File: src/rtl/dac_ld_pkg.sv
package dac_ld_pkg;

    localparam int NUM_CH   = 2;
    localparam int CH_W     = (NUM_CH > 1) ? $clog2(NUM_CH) : 1;
    localparam int ADDR_W   = CH_W + 1;
    localparam int REG_W    = 16;
    localparam int CODE_W   = 12;
    localparam int NARROW_W = 8;
    localparam int CTL_W    = 12;
    localparam int AMP_W    = 3;

    localparam logic [AMP_W-1:0] AMP_OFF_HIZ = 3'd0;
    localparam logic [AMP_W-1:0] AMP_OFF_GND = 3'd1;

    typedef enum logic [1:0] {
        LD_WRITE = 2'd0,
        LD_GROUP = 2'd1,
        LD_TMR_A = 2'd2,
        LD_TMR_B = 2'd3
    } load_src_e;

    // Packed from bit 11 down to bit 0.
    typedef struct packed {
        logic             cal;
        logic             flag;
        logic             ie;
        logic [AMP_W-1:0] amp;
        logic             twos;
        logic             res8;
        logic             grp;
        logic             en;
        load_src_e        lsel;
    } ctl_t;

    // Turns a stored data word into the offset-binary code for the core.
    function automatic logic [CODE_W-1:0] norm_code(
        input logic [CODE_W-1:0] raw,
        input logic              res8,
        input logic              twos
    );
        logic [NARROW_W-1:0] nb;
        logic [CODE_W-1:0]   wb;
        nb = raw[NARROW_W-1:0];
        nb[NARROW_W-1] = nb[NARROW_W-1] ^ twos;
        wb = raw;
        wb[CODE_W-1] = wb[CODE_W-1] ^ twos;
        return res8 ? {nb, {(CODE_W-NARROW_W){1'b0}}} : wb;
    endfunction

endpackage

File: src/rtl/dac_ld_trig_sync.sv
module dac_ld_trig_sync #(
    parameter int N_TRIG = 2,
    parameter int STAGES = 2
) (
    input  logic              clk,
    input  logic              rst,
    input  logic [N_TRIG-1:0] trig_async,
    output logic [N_TRIG-1:0] rise
);
    localparam int DEPTH = STAGES + 1;

    for (genvar i = 0; i < N_TRIG; i++) begin : g_trig
        logic [DEPTH-1:0] sh;

        always_ff @(posedge clk) begin
            if (rst) sh <= '0;
            else     sh <= {sh[DEPTH-2:0], trig_async[i]};
        end

        assign rise[i] = sh[DEPTH-2] & ~sh[DEPTH-1];


        trig_single_pulse_chk: assert property (@(posedge clk) disable iff (rst)
            rise[i] |=> !rise[i]);
    end
endmodule

File: src/rtl/dac_ld_channel.sv
module dac_ld_channel
    import dac_ld_pkg::*;
#(
    parameter bit HAS_PARTNER = 1'b1,
    parameter int CAL_CYCLES  = 16
) (
    input  logic              clk,
    input  logic              rst,
    input  logic              ctl_we,
    input  logic              dat_we,
    input  logic [CTL_W-1:0]  wdata,
    input  logic              latch_evt,
    input  logic              rise_a,
    input  logic              rise_b,
    output ctl_t              ctl_view,
    output logic [CODE_W-1:0] dat_q,
    output logic [CODE_W-1:0] code,
    output logic              wr_flag,
    output logic              cal_busy,
    output logic              take,
    output logic              dma_req,
    output logic              irq
);
    localparam int CNT_W = (CAL_CYCLES > 1) ? $clog2(CAL_CYCLES) : 1;
    localparam logic [CNT_W-1:0] CNT_TOP = CNT_W'(CAL_CYCLES - 1);

    ctl_t             ctl_r;
    ctl_t             ctl_in;
    logic [CNT_W-1:0] cal_cnt;
    logic             wr_pulse;
    logic             pend;
    logic             trig_hit;
    logic             write_go;

    always_comb begin
        ctl_in     = ctl_t'(wdata);
        ctl_in.cal = 1'b0;
        if (!HAS_PARTNER) ctl_in.grp = 1'b0;
    end

    always_comb begin
        case (ctl_r.lsel)
            LD_GROUP: trig_hit = latch_evt;
            LD_TMR_A: trig_hit = rise_a;
            LD_TMR_B: trig_hit = rise_b;
            default:  trig_hit = 1'b0;
        endcase
    end

    assign write_go = (ctl_r.lsel == LD_WRITE) && (wr_pulse || pend) && !cal_busy;
    assign take     = write_go ||
                      ((ctl_r.lsel != LD_WRITE) && ctl_r.en && trig_hit && !cal_busy);

    always_ff @(posedge clk) begin
        if (rst) begin
            ctl_r    <= '0;
            cal_busy <= 1'b0;
            cal_cnt  <= '0;
            dat_q    <= '0;
            code     <= '0;
            wr_pulse <= 1'b0;
            pend     <= 1'b0;
            wr_flag  <= 1'b0;
            dma_req  <= 1'b0;
        end else begin
            if (ctl_we) ctl_r <= ctl_in;
            ctl_r.flag <= take | (ctl_we ? wdata[10] : ctl_r.flag);

            if (cal_busy) begin
                if (cal_cnt == '0) cal_busy <= 1'b0;
                else               cal_cnt  <= cal_cnt - 1'b1;
            end else if (ctl_we && wdata[11]) begin
                cal_busy <= 1'b1;
                cal_cnt  <= CNT_TOP;
            end

            if (dat_we) dat_q <= wdata;
            wr_pulse <= dat_we;

            if (take)                      pend <= 1'b0;
            else if (wr_pulse && cal_busy) pend <= 1'b1;

            if (dat_we)         wr_flag <= 1'b1;
            else if (latch_evt) wr_flag <= 1'b0;

            if (take) code <= norm_code(dat_q, ctl_r.res8, ctl_r.twos);
            dma_req <= take;
        end
    end

    always_comb begin
        ctl_view     = ctl_r;
        ctl_view.cal = cal_busy;
    end

    assign irq = ctl_r.flag & ctl_r.ie;


    cal_blocks_load_chk: assert property (@(posedge clk) disable iff (rst)
        cal_busy |-> !take);


    enable_gates_load_chk: assert property (@(posedge clk) disable iff (rst)
        (take && (ctl_r.lsel != LD_WRITE)) |-> ctl_r.en);


    flag_after_load_chk: assert property (@(posedge clk) disable iff (rst)
        take |=> ctl_r.flag);


    code_hold_chk: assert property (@(posedge clk) disable iff (rst)
        !take |=> $stable(code));
endmodule

File: src/rtl/dac_ld_top.sv
module dac_ld_top
    import dac_ld_pkg::*;
#(
    parameter int CAL_CYCLES  = 16,
    parameter int SYNC_STAGES = 2
) (
    input  logic              clk,
    input  logic              rst,
    input  logic              reg_we,
    input  logic [ADDR_W-1:0] reg_addr,
    input  logic [REG_W-1:0]  reg_wdata,
    input  logic [ADDR_W-1:0] rd_addr,
    output logic [REG_W-1:0]  rd_data,
    input  logic              tmr_a,
    input  logic              tmr_b,
    output logic [CODE_W-1:0] code0,
    output logic [CODE_W-1:0] code1,
    output logic [NUM_CH-1:0] out_hiz,
    output logic [NUM_CH-1:0] out_gnd,
    output logic [NUM_CH-1:0] irq,
    output logic [NUM_CH-1:0] dma_req
);
    ctl_t              ctl_v  [NUM_CH];
    logic [CODE_W-1:0] dat_v  [NUM_CH];
    logic [CODE_W-1:0] code_v [NUM_CH];
    logic [NUM_CH-1:0] wf, busy, take, evt, pair_ok, pair_dn, grp_dn;
    logic [NUM_CH-1:0] ctl_we, dat_we;
    logic [1:0]        rise;
    logic [CH_W-1:0]   rd_ch;

    dac_ld_trig_sync #(.N_TRIG(2), .STAGES(SYNC_STAGES)) sync_i (
        .clk        (clk),
        .rst        (rst),
        .trig_async ({tmr_b, tmr_a}),
        .rise       (rise)
    );

    for (genvar c = 0; c < NUM_CH; c++) begin : g_ch
        assign ctl_we[c] = reg_we && (reg_addr[ADDR_W-1:1] == CH_W'(c)) && !reg_addr[0];
        assign dat_we[c] = reg_we && (reg_addr[ADDR_W-1:1] == CH_W'(c)) &&  reg_addr[0];

        if (c < NUM_CH - 1) begin : g_up
            assign pair_ok[c] = wf[c] & wf[c+1] & ~busy[c] & ~busy[c+1];
        end else begin : g_top
            assign pair_ok[c] = 1'b0;
        end

        if (c > 0) begin : g_dn
            assign grp_dn[c]  = ctl_v[c-1].grp;
            assign pair_dn[c] = pair_ok[c-1];
        end else begin : g_bot
            assign grp_dn[c]  = 1'b0;
            assign pair_dn[c] = 1'b0;
        end

        assign evt[c] = ctl_v[c].grp ? pair_ok[c] :
                        grp_dn[c]    ? pair_dn[c] : (wf[c] & ~busy[c]);

        dac_ld_channel #(
            .HAS_PARTNER (c < NUM_CH - 1),
            .CAL_CYCLES  (CAL_CYCLES)
        ) chan_i (
            .clk       (clk),
            .rst       (rst),
            .ctl_we    (ctl_we[c]),
            .dat_we    (dat_we[c]),
            .wdata     (reg_wdata[CTL_W-1:0]),
            .latch_evt (evt[c]),
            .rise_a    (rise[0]),
            .rise_b    (rise[1]),
            .ctl_view  (ctl_v[c]),
            .dat_q     (dat_v[c]),
            .code      (code_v[c]),
            .wr_flag   (wf[c]),
            .cal_busy  (busy[c]),
            .take      (take[c]),
            .dma_req   (dma_req[c]),
            .irq       (irq[c])
        );

        assign out_hiz[c] = (ctl_v[c].amp == AMP_OFF_HIZ);
        assign out_gnd[c] = (ctl_v[c].amp == AMP_OFF_GND);
    end

    assign code0 = code_v[0];
    assign code1 = code_v[1];

    always_comb begin
        rd_ch = rd_addr[ADDR_W-1:1];
        if (rd_addr[0]) rd_data = REG_W'(dat_v[rd_ch]);
        else            rd_data = REG_W'(ctl_v[rd_ch]);
    end


    group_needs_both_chk: assert property (@(posedge clk) disable iff (rst)
        (ctl_v[0].grp && (ctl_v[0].lsel == LD_GROUP) && take[0]) |-> (wf[0] && wf[1]));
endmodule

File: config.mk
export PLATFORM = sky130hd
export DESIGN_NAME = dac_ld_top
export DESIGN_NICKNAME = d
export VERILOG_FILES = /design/src/rtl/dac_ld_pkg.sv /design/src/rtl/dac_ld_trig_sync.sv /design/src/rtl/dac_ld_channel.sv /design/src/rtl/dac_ld_top.sv
export SDC_FILE = /design/constraint.sdc
export NUM_CORES = 1
export LEC_CHECK = 0
export BUFFER_PORTS_ARGS = -buffer_cell sky130_fd_sc_hd__clkbuf_2
export CAP_MARGIN = 15
export CORE_UTILIZATION = 50
export DETAILED_ROUTE_END_ITERATION = 7
export MAX_ROUTING_LAYER = met4
export PLACE_DENSITY_LB_ADDON = 0.12
export SLEW_MARGIN = 20
export SYNTH_ARGS = -nofsm -noshare
export SYNTH_HDL_FRONTEND = slang
export SYNTH_SLANG_ARGS = --single-unit
File: constraint.sdc
create_clock -name clk -period 2.2 [get_ports clk]
set_clock_uncertainty 0.15 [all_clocks]
set_input_delay 0.44 -clock clk [delete_from_list [all_inputs] [get_ports clk]]
set_output_delay 0.44 -clock clk [all_outputs]
set_load 0.01 [all_outputs]
# Yosys cells after proc, flatten, opt, wreduce, memory -nomap -nowiden
# Cells that the tools add are included.
# op_classes
add_sub_neg	2
magnitude_cmp	1
n_eq_ne	10
muxes	31
n_bitwise	21
n_reduce_logical	43
# op_table
cell	n
$mux 12	9
$mux 4	6
$logic_and 1x1->1	20
$mux 1	14
$reduce_bool 2->1	6
$and 1x1->1	9
$eq 2x2->1 const B	4
$logic_not 4->1	2
$sub 4x1->4 const B	2
$eq 3x1->1 const B	2
$logic_not 3->1	2
$pmux 1 s3	2
$not 1->1	5
$eq 2x1->1 const B	2
$logic_not 2->1	2
$logic_or 1x1->1	4
$ne 2x2->1 const B	2
$reduce_and 2->1	2
$reduce_or 2->1	2
$xor 1x1->1	4
$logic_not 1->1	3
$ge 2x2->1 const B	1
$not 1->2	1
$or 1x1->1	2
# totals
ff_bits	93
inputBits	25
output_inout_bits	48
word_cells	141

# Longest topological paths before layout
# Gate-level depths: netlist of the first run.
# depth
word_depth	9
ltp_mapped	6
depth_no_buf	6

# Hierarchy
# From an unflattened synthesis of the first run, not the netlist that was laid out.
# hier_totals
hier_cells	415
hier_area_um2	4242.8
# modules_own_cells
module	instances	cells_per_inst	area_each_um2	seq_area_each_um2
dac_ld_channel at g_ch[0].chan_i	1	185	1844.3	880.8
dac_ld_channel at g_ch[1].chan_i	1	184	1820.5	860.8
dac_ld_top	1	32	407.9	0.0
dac_ld_trig_sync	1	14	170.2	120.1

# Worst setup path after synthesis of the first run
# Ideal clock, no wire load.
# synth_path
path_type	in2out
start	input port rd_addr[1]
end	output port rd_data[10]
arrival_time_ps	1247
required_ps	1610
slack_ps	363
stages	2
n_path_buf	1
path_cell_list	buf_2 > mux4_2
# synth_between
elab_chain_len	5
word_cells_on_any_way	8
classes_between	mux (7); bitwise (1)
# synth_rtl
item	line	rtl
start: declaration	dac_ld_top.sv:12	input logic [ADDR_W-1:0] rd_addr,
$not 1->2 (implied by the code) *	dac_ld_top.sv:90, dac_ld_top.sv:91	
$mux 12 (on tied branches) (3 in series)	dac_ld_top.sv:91, dac_ld_top.sv:90	
$mux 12 *	dac_ld_top.sv:90	if (rd_addr[0]) rd_data = REG_W'(dat_v[rd_ch]);
end: declaration	dac_ld_top.sv:13	output logic [REG_W-1:0] rd_data,
# Every way passes the cells marked *; elsewhere a longest branch is shown, timed or not. The select of a mux whose other input is x is not followed.

# Worst setup path after layout of the first run
# layout_path
start	register g_ch[1].chan_i.cal_busy
end	output port rd_data[11]
# layout_between
elab_chain_len	4
# layout_rtl
item	line	rtl
start: declaration	dac_ld_channel.sv:19	output logic cal_busy,
start signal: assignment	dac_ld_channel.sv:57	cal_busy <= 1'b0;
start signal: assignment	dac_ld_channel.sv:70	if (cal_cnt == '0) cal_busy <= 1'b0;
start signal: assignment	dac_ld_channel.sv:73	cal_busy <= 1'b1;
$mux 12 (implied by the code) (3 in series)	dac_ld_top.sv:91	else rd_data = REG_W'(ctl_v[rd_ch]);
$mux 12	dac_ld_top.sv:90	
# No other way between the ends. The select of a mux whose other input is x is not followed.

==> results of run 1 <==
==> cells in the mapped netlist (8+ instances only) <==
cell,number
a21oi_1,57
buf_4,8
clkbuf_1,18
dfxtp_1,93
mux2_2,10
mux2i_1,25
mux4_2,10
nand2_1,97
nand2b_1,18
nor2_1,35
nor2b_1,26
nor3_1,8
==> worst max-delay path, stage by stage, from the launching register on <==
cell and delay [ns]:
dfxtp_1 0.32, buf_4 0.16, mux4_2 0.48, clkbuf_2 0.16
==> report_power, final <==
part / switching [mW] / internal (mW) / total, mW
clock network: 0.578 / 0.664 / 1.24
logic: 0.169 / 0.125 / 0.294
registers: 0.0447 / 1.73 / 1.77
total: 0.792 / 2.52 / 3.31
==> registers in the layout, summed over array words and instances (netlist names) <==
register              count
g_ch.chan_i.cal_busy      2
g_ch.chan_i.cal_cnt       8
g_ch.chan_i.code         24
g_ch.chan_i.ctl_view     21
g_ch.chan_i.dat_q        24
g_ch.chan_i.dma_req       2
g_ch.chan_i.pend          2
g_ch.chan_i.wr_flag       2
g_ch.chan_i.wr_pulse      2
sync_i.g_trig.sh          6
==> through the flow <==
step	worst slack [ns]	power [mW]	hold WS, ns
after CTS	0.0666	3.33	0.136
after floorplan	0.363	1.99	0.264
after detailed placement	0.149	2.10	0.279
final	0.142	3.31	0.141
after global placement	0.148	2.10	0.278
after global routing	0.104	3.45	0.128
==> per-layer routing <==
| metal | wire length, um | part of all wire (%) | vias up | track usage (%) |
|---|---|---|---|---|
| li1 | - | - | 1668 | - |
| met1 | 4560 | 46 | 1594 | 33.4 |
| met2 | 4590 | 46 | 98 | 38.4 |
| met3 | 663 | 6.7 | 5 | 4.80 |
| met4 | 67 | 0.68 | 0 | 7.31 |
| met5 | 0 | 0 | - | - |
==> how the worst max path moves through the flow <==
stage,slack (ns),cells past startpoint,start,endpoint
after floorplan,0.36,2,rd_addr[1],rd_data[10]
after global placement,0.15,4,rd_addr[1],rd_data[5]
after detailed placement,0.15,4,rd_addr[1],rd_data[5]
after CTS,0.07,2,g_ch[0].chan_i.ctl_view[4],rd_data[4]
after global routing,0.10,3,g_ch[1].chan_i.cal_busy,rd_data[11]
final,0.14,3,g_ch[1].chan_i.cal_busy,rd_data[11]
==> layout make-up <==
type / count / area, sq um / share of cell area, %
inverter: 4 / 15.0 / 0.311
timing repair buffer: 79 / 460 / 9.53
tap: 105 / 131 / 2.72
multi-input combinational: 338 / 2150 / 44.4
clock buffer: 11 / 141 / 2.93
clock inverter: 4 / 72.6 / 1.50
sequential: 93 / 1860 / 38.6
==> cells by family (layout without fill, tap and decap cells) <==
kind of cell | count (synthesis) | after routing
buf+inv | 38 | 98
other cells | 1 | 4
compound gates | 72 | 72
mux | 52 | 52
fa+ha+maj | 4 | 4
flops | 93 | 93
xor+xnor | 4 | 4
simple gates | 202 | 202
==> results.toml, run 1 <==
[run_status]
status = "complete, no violations"

[cts]
post_cts_buffers = 0
numCtsBuffers = 9
cts_max_path_buffers = 2
clkLatencyLatePin_ns = 0.36
cts_num_sinks = 93
hold_buffers = 0
cts_max_level = 3
clk_pin_slew_ns = 0.09
cts_tree = "yes"
cts_resized = 0
cts-root-buf = "clkbuf_8"

[worst_hold_path]
min_from = "tmr_a"
hold_path.class = "in2reg"
hold_depth = 2
worstHoldEndpoint = "sync_i.g_trig[0].sh[0]"

[setup_path]
r2r-start = "g_ch[0].chan_i.ctl_view[0]"
crit_fanout = 8
cp-start-kind = "flop"
timing.rr.end = "g_ch[0].chan_i.code[6]"
critPathKind = "reg2out"
critPathCaptureType = "output port"
worstRegToRegCells = 6
required_ns = 1.61
arrival_ns = 1.47
rrSetupSlack_ns = 0.29

[power]
vdd_drop_max_v = 0.000279
power_density_mw_per_mm2 = 685
leakage_nw = 1.88

[detailed_routing]
via_count = 3365
wl_mm = 9.88
wire_per_inst_um = 15.6
dr.pass1.iters = 6
drc_errors = 0
ant_nets = 0
first_iter_violations = 265
routed_via_density = 5.31

[global_route]
grt_pass1_vias = 3104
grt_first_pass_wirelength_mm = 16.2
overflow = 0
grt_usage_pct = 24.9
antenna_found_initial = 0
grt_max_degree = 57

[placed_design]
io_buffers = 64
post_dp_cell_area_sq_mm = 0.00461
dp.cells = 619
gp_congestion = 0.853
place_hpwl_mm = 6.95

[synthesis]
synth-compound-area-share_pct = 9.44
syn_avg_cell_area_sq_um = 8.99
ys_types = 37
netlist.area_leader.share_pct = 44.4
async_flop_share_pct = 0
yosys.area_share.simple_pct = 22.6
ys_seq_area_share_pct = 44.4
yosys.area.top_type = "dfxtp_1"
synth_mux_area_share_pct = 16.8
synth_area_leaders = "dfxtp_1 (44%), nand2_1 (8.7%), a21oi_1 (6.8%), mux2i_1 (6.0%), mux4_2 (5.4%)"
synthCells = 466
ys.flop_type = "dfxtp_1"
synth-edff-count = 0
yosysWarnings = 0
synth_top_family_by_area = "simple AND/OR/NAND/NOR gates"
synthesis.area_sq_mm = 0.00419
post_synth_xor_area_fraction_pct = 0.836
synthAdderAreaFrac_pct = 1.19
synth-seq-cells = 93

[cells_and_area]
finalNonFillerCells = 634
layout.nets = 554
syn_to_final_growth_pct = 15.3
fillers = 761
layout_common_cells = "nand2_1 (97), dfxtp_1 (92), clkbuf_2 (63)"
drive_above_1_share_pct = 24.2
stdcell_area_sq_mm = 0.00483
antenna_cells = 0
final_common_cell = "nand2_1"
utilization_pct = 59.1

[sta]
setup_tns_ns = 0
post-route-min-period_ns = 2.06
post-route-period-util_pct = 93.6
drv_slew = 0
hold_viol = 0
finalSetupViolCount = 0
worst_pin_slew_ns = 0.544
rsz0062_at_grt = "no"
fmax_mhz = 486
slew_headroom_pct = 63.7

[floorplan]
die_w_um = 93.5
ios = 73
core_sq_mm = 0.00818
dieArea_sq_mm = 0.00875
rows = 33
die_h_um = 93.5
start_util_pct = 51.2

[run]
maxCapViolations = 0
No activity file was read; power rests on OpenSTA's default activity.
==> run 2: changes to the inputs <==
--- a/config.mk
+++ b/config.mk
@@ -5,9 +5,10 @@
 export SDC_FILE = /design/constraint.sdc
 export NUM_CORES = 1
 export LEC_CHECK = 0
+export ABC_AREA = 1
 export BUFFER_PORTS_ARGS = -buffer_cell sky130_fd_sc_hd__clkbuf_2
 export CAP_MARGIN = 15
-export CORE_UTILIZATION = 50
+export CORE_UTILIZATION = 45
 export DETAILED_ROUTE_END_ITERATION = 7
 export MAX_ROUTING_LAYER = met4
 export PLACE_DENSITY_LB_ADDON = 0.12
==> run 2 against run 1 <==
  * Synthesized cell count rose by 23%
  * Via count increased by 17%
  * Worst hold slack lost 0.021 ns
  * Critical path depth grew 3
  * Power increased by 4.5%
  * Sequential cell count stayed put
  * Cell count up 20%
  * Core utilization fell by 5.9 points
  * Design area increased by 2.2%
  * Sequential power is essentially flat
  * Register-to-register slack better by 0.24 ns
  * Highest routed layer unchanged
==> results.toml, run 2 <==
[setup_path]
max_stage_delay_ns = 0.25
cp_common_cell = "clkbuf_2"
cp-start-kind = "primary input"
critPathKind = "in2out"
path_cells = "clkbuf_2 -> inv_1 -> buf_12 -> o21ai_0 -> o22ai_1 -> clkbuf_2"
required_ns = 1.61
critPathCaptureType = "output port"
arrival_ns = 1.43
crit_fanout = 16
cp_slowest_cell = "inv_1"

[synthesis]
yosys.area.top_type = "dfxtp_1"
synthesis.area_sq_mm = 0.00431
synth_area_leaders = "dfxtp_1 (43%), o21ai_0 (10%), nand2_1 (6.1%), nor2_1 (6.0%), a21oi_1 (5.5%)"
ys_seq_area_share_pct = 43.2
async_flop_share_pct = 0
synth_common_cells = "dfxtp_1 (93), o21ai_0 (88), nand2_1 (70)"
yosysWarnings = 0
netlist.area_leader.share_pct = 43.2
synth-edff-count = 0
ys_types = 33
synth-seq-cells = 93
yosysMostFrequentCell = "dfxtp_1"
ys.flop_type = "dfxtp_1"
syn_avg_cell_area_sq_um = 7.51
synthCells = 574

[cells_and_area]
layout.nets = 655
syn_to_final_growth_pct = 14.4
final_common_cell = "dfxtp_1"
fillers = 947
layout_common_cells = "dfxtp_1 (93), o21ai_0 (88), nand2_1 (70)"
drive_above_1_share_pct = 21.4
antenna_cells = 0
utilization_pct = 53.2

[detailed_routing]
routed_via_density = 5.19
dr.pass1.iters = 5
via_count = 3940
drc_errors = 0
wire_per_inst_um = 14.5
first_iter_violations = 314
wl_mm = 11.0
ant_nets = 0

[power]
leakage_nw = 2.17
vdd_drop_max_v = 0.000338
power.total_mw = 3.46
power_density_mw_per_mm2 = 701

[sta]
post-route-period-util_pct = 91.6
setup_tns_ns = 0
drv_slew = 0
post-route-min-period_ns = 2.02
hold_viol = 0
worst_hold_slack_ns = 0.120
rsz0062_at_grt = "no"
fmax_mhz = 496
finalSetupViolCount = 0

[run_status]
status = "complete, no violations"

[global_route]
antenna_found_initial = 0
grt_max_degree = 100
overflow = 0
grt_first_pass_wirelength_mm = 17.9
grt_usage_pct = 23.5
grt_pass1_vias = 3577

[floorplan]
ios = 73
rows = 35
die_w_um = 99.9
dieArea_sq_mm = 0.00998
core_sq_mm = 0.00928
die_h_um = 99.9
start_util_pct = 46.5

[cts]
cts_tree = "yes"
cts_max_level = 3
post_cts_buffers = 0
clk_pin_slew_ns = 0.09
cts_num_sinks = 93
cts_max_path_buffers = 2
clkLatencyLatePin_ns = 0.35
cts-root-buf = "clkbuf_8"
hold_buffers = 0
numCtsBuffers = 9
cts_resized = 0

[worst_hold_path]
hold_path.class = "in2reg"

[placed_design]
gp_congestion = 0.850
io_buffers = 64
place_hpwl_mm = 7.82

[run]
maxCapViolations = 0
-- run 2: changes by cell type in the layout (fill, tap and decap cells not counted), sizes merged, moves of 22 or more --
cell   before  now
inv         4   63
mux2i      25    0
nand2      97   75
nand3       2   37
nand4       0   25
nor2       35   71
nor2b      26    0
o21ai       5   89
-- run 2: metal layers --
metal,track usage (%),vias up,part of all wire (%)
met4,7.81,0,1.4
met3,3.06,12,4.9
met2,36.6,118,46
li1,-,2004,-
met1,31.7,1806,48
met5,-,-,0
-- run 2: cell type report --
cell class	count	area, sq um	area share [%]
clock buffer	10	138	2.79
inverter	63	236	4.79
multi-input combinational	378	1980	40.1
timing repair buffer	81	473	9.58
tap	129	161	3.27
sequential	93	1860	37.7
clock inverter	5	85.1	1.72
-- run 2: path summary, 6_finish.rpt --
kind,startpoint,endpoint,slack [ns],cells after the start
max,rd_addr[1],rd_data[5],0.18,6
min,tmr_b,sync_i.g_trig[1].sh[0],0.12,3
max reg2reg,g_ch[0].chan_i.cal_busy,g_ch[0].chan_i.code[1],0.53,9
min reg2reg,sync_i.g_trig[0].sh[0],sync_i.g_trig[0].sh[1],0.26,2
-- run 2: critical path, delay by kind of cell --
kind                   cells  cell delay [ns]
buffers and inverters      4             0.71
AO/OA/AOI/OAI              2             0.28
-- run 2: cell families after synthesis --
group,count (synthesis),synth area share [%]
adder cells (fa/ha/maj),4,1.16
flip-flops,93,43.2
AND/OR/NAND/NOR,214,25.1
AO/OA/AOI/OAI,153,18.7
XOR/XNOR,3,0.609
other,1,0.0869
buffers and inverters,106,11.2
-- run 2: power breakdown --
group	switching [mW]	leakage, nW	internal (mW)
Sequential	0.0440	0.757	1.75
Clock	0.597	0.109	0.669
Combinational	0.266	1.30	0.136
-- run 2: stage by stage --
| step | instances | cell area [sq um] | worst slack, ns |
|---|---|---|---|
| after CTS | 759 | 4930 | 0.201 |
| after global routing | 759 | 4930 | 0.0870 |
| after global placement | 744 | 4710 | 0.209 |
| after floorplan | 577 | 4320 | 0.347 |
| after detailed placement | 744 | 4710 | 0.200 |
| final | 759 | 4930 | 0.185 |
==> run 3: changes to the inputs <==
--- a/config.mk
+++ b/config.mk
@@ -8,6 +8,7 @@
 export ABC_AREA = 1
 export BUFFER_PORTS_ARGS = -buffer_cell sky130_fd_sc_hd__clkbuf_2
 export CAP_MARGIN = 15
+export CORE_ASPECT_RATIO = 2
 export CORE_UTILIZATION = 45
 export DETAILED_ROUTE_END_ITERATION = 7
 export MAX_ROUTING_LAYER = met4
==> run 3 against run 2 <==
  * The flow now finishes with violations (design-rule violations)
  * Maximum frequency fell by 2.9%
  * Sequential power about the same
  * Register-to-register slack lost 0.03 ns
  * Sequential share of layout area shrank 0.086 points
  * Largest power group unchanged
==> results.toml, run 3 (synthesized netlist as in run 2, its figures left out) <==
[run_status]
status = "complete, but fails checks"
violations = "design-rule violations"

[floorplan]
dieArea_sq_mm = 0.0100
ios = 73
die_h_um = 140
rows = 50
start_util_pct = 46.3
die_w_um = 71.2
core_sq_mm = 0.00932

[cts]
clk_pin_slew_ns = 0.06
post_cts_buffers = 0
cts_resized = 0
cts-root-buf = "clkbuf_16"
cts_max_level = 3
cts_max_path_buffers = 2
cts_tree = "yes"
numCtsBuffers = 9
clkLatencyLatePin_ns = 0.34
hold_buffers = 0
cts_num_sinks = 93

[sta]
setup_tns_ns = 0
slew_headroom_pct = 63.7
fin_ws_ns = 0.124
post-route-min-period_ns = 2.08
finalSetupViolCount = 0
post-route-period-util_pct = 94.4
drv_slew = 0
fmax_mhz = 482
hold_viol = 0
worst_pin_slew_ns = 0.539
rsz0062_at_grt = "no"
worst_hold_slack_ns = 0.130

[global_route]
antenna_found_initial = 0
grt_usage_pct = 24.7
grt_max_degree = 100
grt_util_met3_pct = 3.02
use_met1_pct = 27.8
grt_pass1_vias = 3616
overflow = 0
grt_util_met2_pct = 42.5
busiest_layer = "met2"
grt_first_pass_wirelength_mm = 18.4

[setup_path]
cp_common_cell = "clkbuf_2"
worstRegToRegCells = 9
path_cells = "clkbuf_2 -> inv_1 -> buf_12 -> o21ai_0 -> o22ai_1 -> clkbuf_2"
timing.rr.end = "g_ch[0].chan_i.code[2]"
path_buf_inv = 4
critPathCaptureType = "output port"
arrival_ns = 1.49
cp_top_family = "buffers and inverters"
required_ns = 1.61
max_stage_delay_ns = 0.29
crit_fanout = 15
cp_slowest_cell = "inv_1"
rrSetupSlack_ns = 0.50
r2r-start = "g_ch[0].chan_i.cal_busy"
cp-start-kind = "primary input"
critPathKind = "in2out"

[cells_and_area]
syn_to_final_growth_pct = 14.7
final_common_cell = "dfxtp_1"
drive_above_1_share_pct = 21.0
fillers = 938
stdcell_area_sq_mm = 0.00495
layout_common_cells = "dfxtp_1 (93), o21ai_0 (88), nand2_1 (70)"
layout.nets = 653
antenna_cells = 0

[placed_design]
pre_cts_ws_ns = 0.132
gp_congestion = 0.888
io_buffers = 64
place_hpwl_mm = 8.32
post_dp_cell_area_sq_mm = 0.00467

[detailed_routing]
via_count = 3894
wire_per_inst_um = 15.5
first_iter_violations = 281
routed_via_density = 5.31
ant_nets = 0
wl_mm = 11.4
drc_errors = 3
dr.pass1.iters = 6

[power]
leakage_nw = 2.18
vdd_drop_max_v = 0.000409
power_density_mw_per_mm2 = 740

[run]
maxCapViolations = 0

[worst_hold_path]
hold_path.class = "in2reg"
min_from = "tmr_b"
worstHoldEndpoint = "sync_i.g_trig[1].sh[0]"
hold_depth = 3
[run 3: metal layers]
| metal | part of all wire [%] | up-vias |
|---|---|---|
| li1 | - | 1997 |
| met1 | 41 | 1790 |
| met2 | 53 | 90 |
| met3 | 3.2 | 17 |
| met4 | 2.6 | 0 |
| met5 | 0 | - |
[run 3: worst max path at each step]
stage,startpoint,endpoint,slack (ns),depth (start not counted)
2_1_floorplan,rd_addr[0],rd_data[10],0.35,5
4_1_cts,rd_addr[1],rd_data[7],0.13,6
3_5_place_dp,rd_addr[1],rd_data[7],0.13,6
3_3_place_gp,rd_addr[1],rd_data[7],0.13,6
5_1_grt,rd_addr[0],rd_data[0],0.05,6
6_report,rd_addr[1],rd_data[7],0.12,6
[run 3: cell type report]
type | instances | area (sq um) | area share (%)
sequential | 93 | 1860 | 37.6
clock inverter | 3 | 20.0 | 0.405
inverter | 63 | 236 | 4.78
tap | 104 | 130 | 2.63
clock buffer | 13 | 260 | 5.26
timing repair buffer | 79 | 458 | 9.26
multi-input combinational | 378 | 1980 | 40.0
[run 3: tightest hold or removal path: stages]
cell and delay, ns:
clkbuf_2 0.08, inv_1 0.04, nor2_1 0.03
[run 3: report_power, final]
group / leakage, nW / total, mW / switching, mW / internal, mW
combinational: 1.30 / 0.402 / 0.268 / 0.134
sequential: 0.757 / 1.79 / 0.0452 / 1.75
clock: 0.132 / 1.46 / 0.637 / 0.827
total: 2.18 / 3.66 / 0.950 / 2.71
[run 3: metrics by stage]
step                      utilization [%]  instances  power (mW)
final                                53.1        733        3.66
after floorplan                         -        577        2.09
after detailed placement             50.1        717        2.23
after CTS                            53.1        733        3.70
after global placement               50.1        717        2.22
after global routing                 53.1        733        3.82
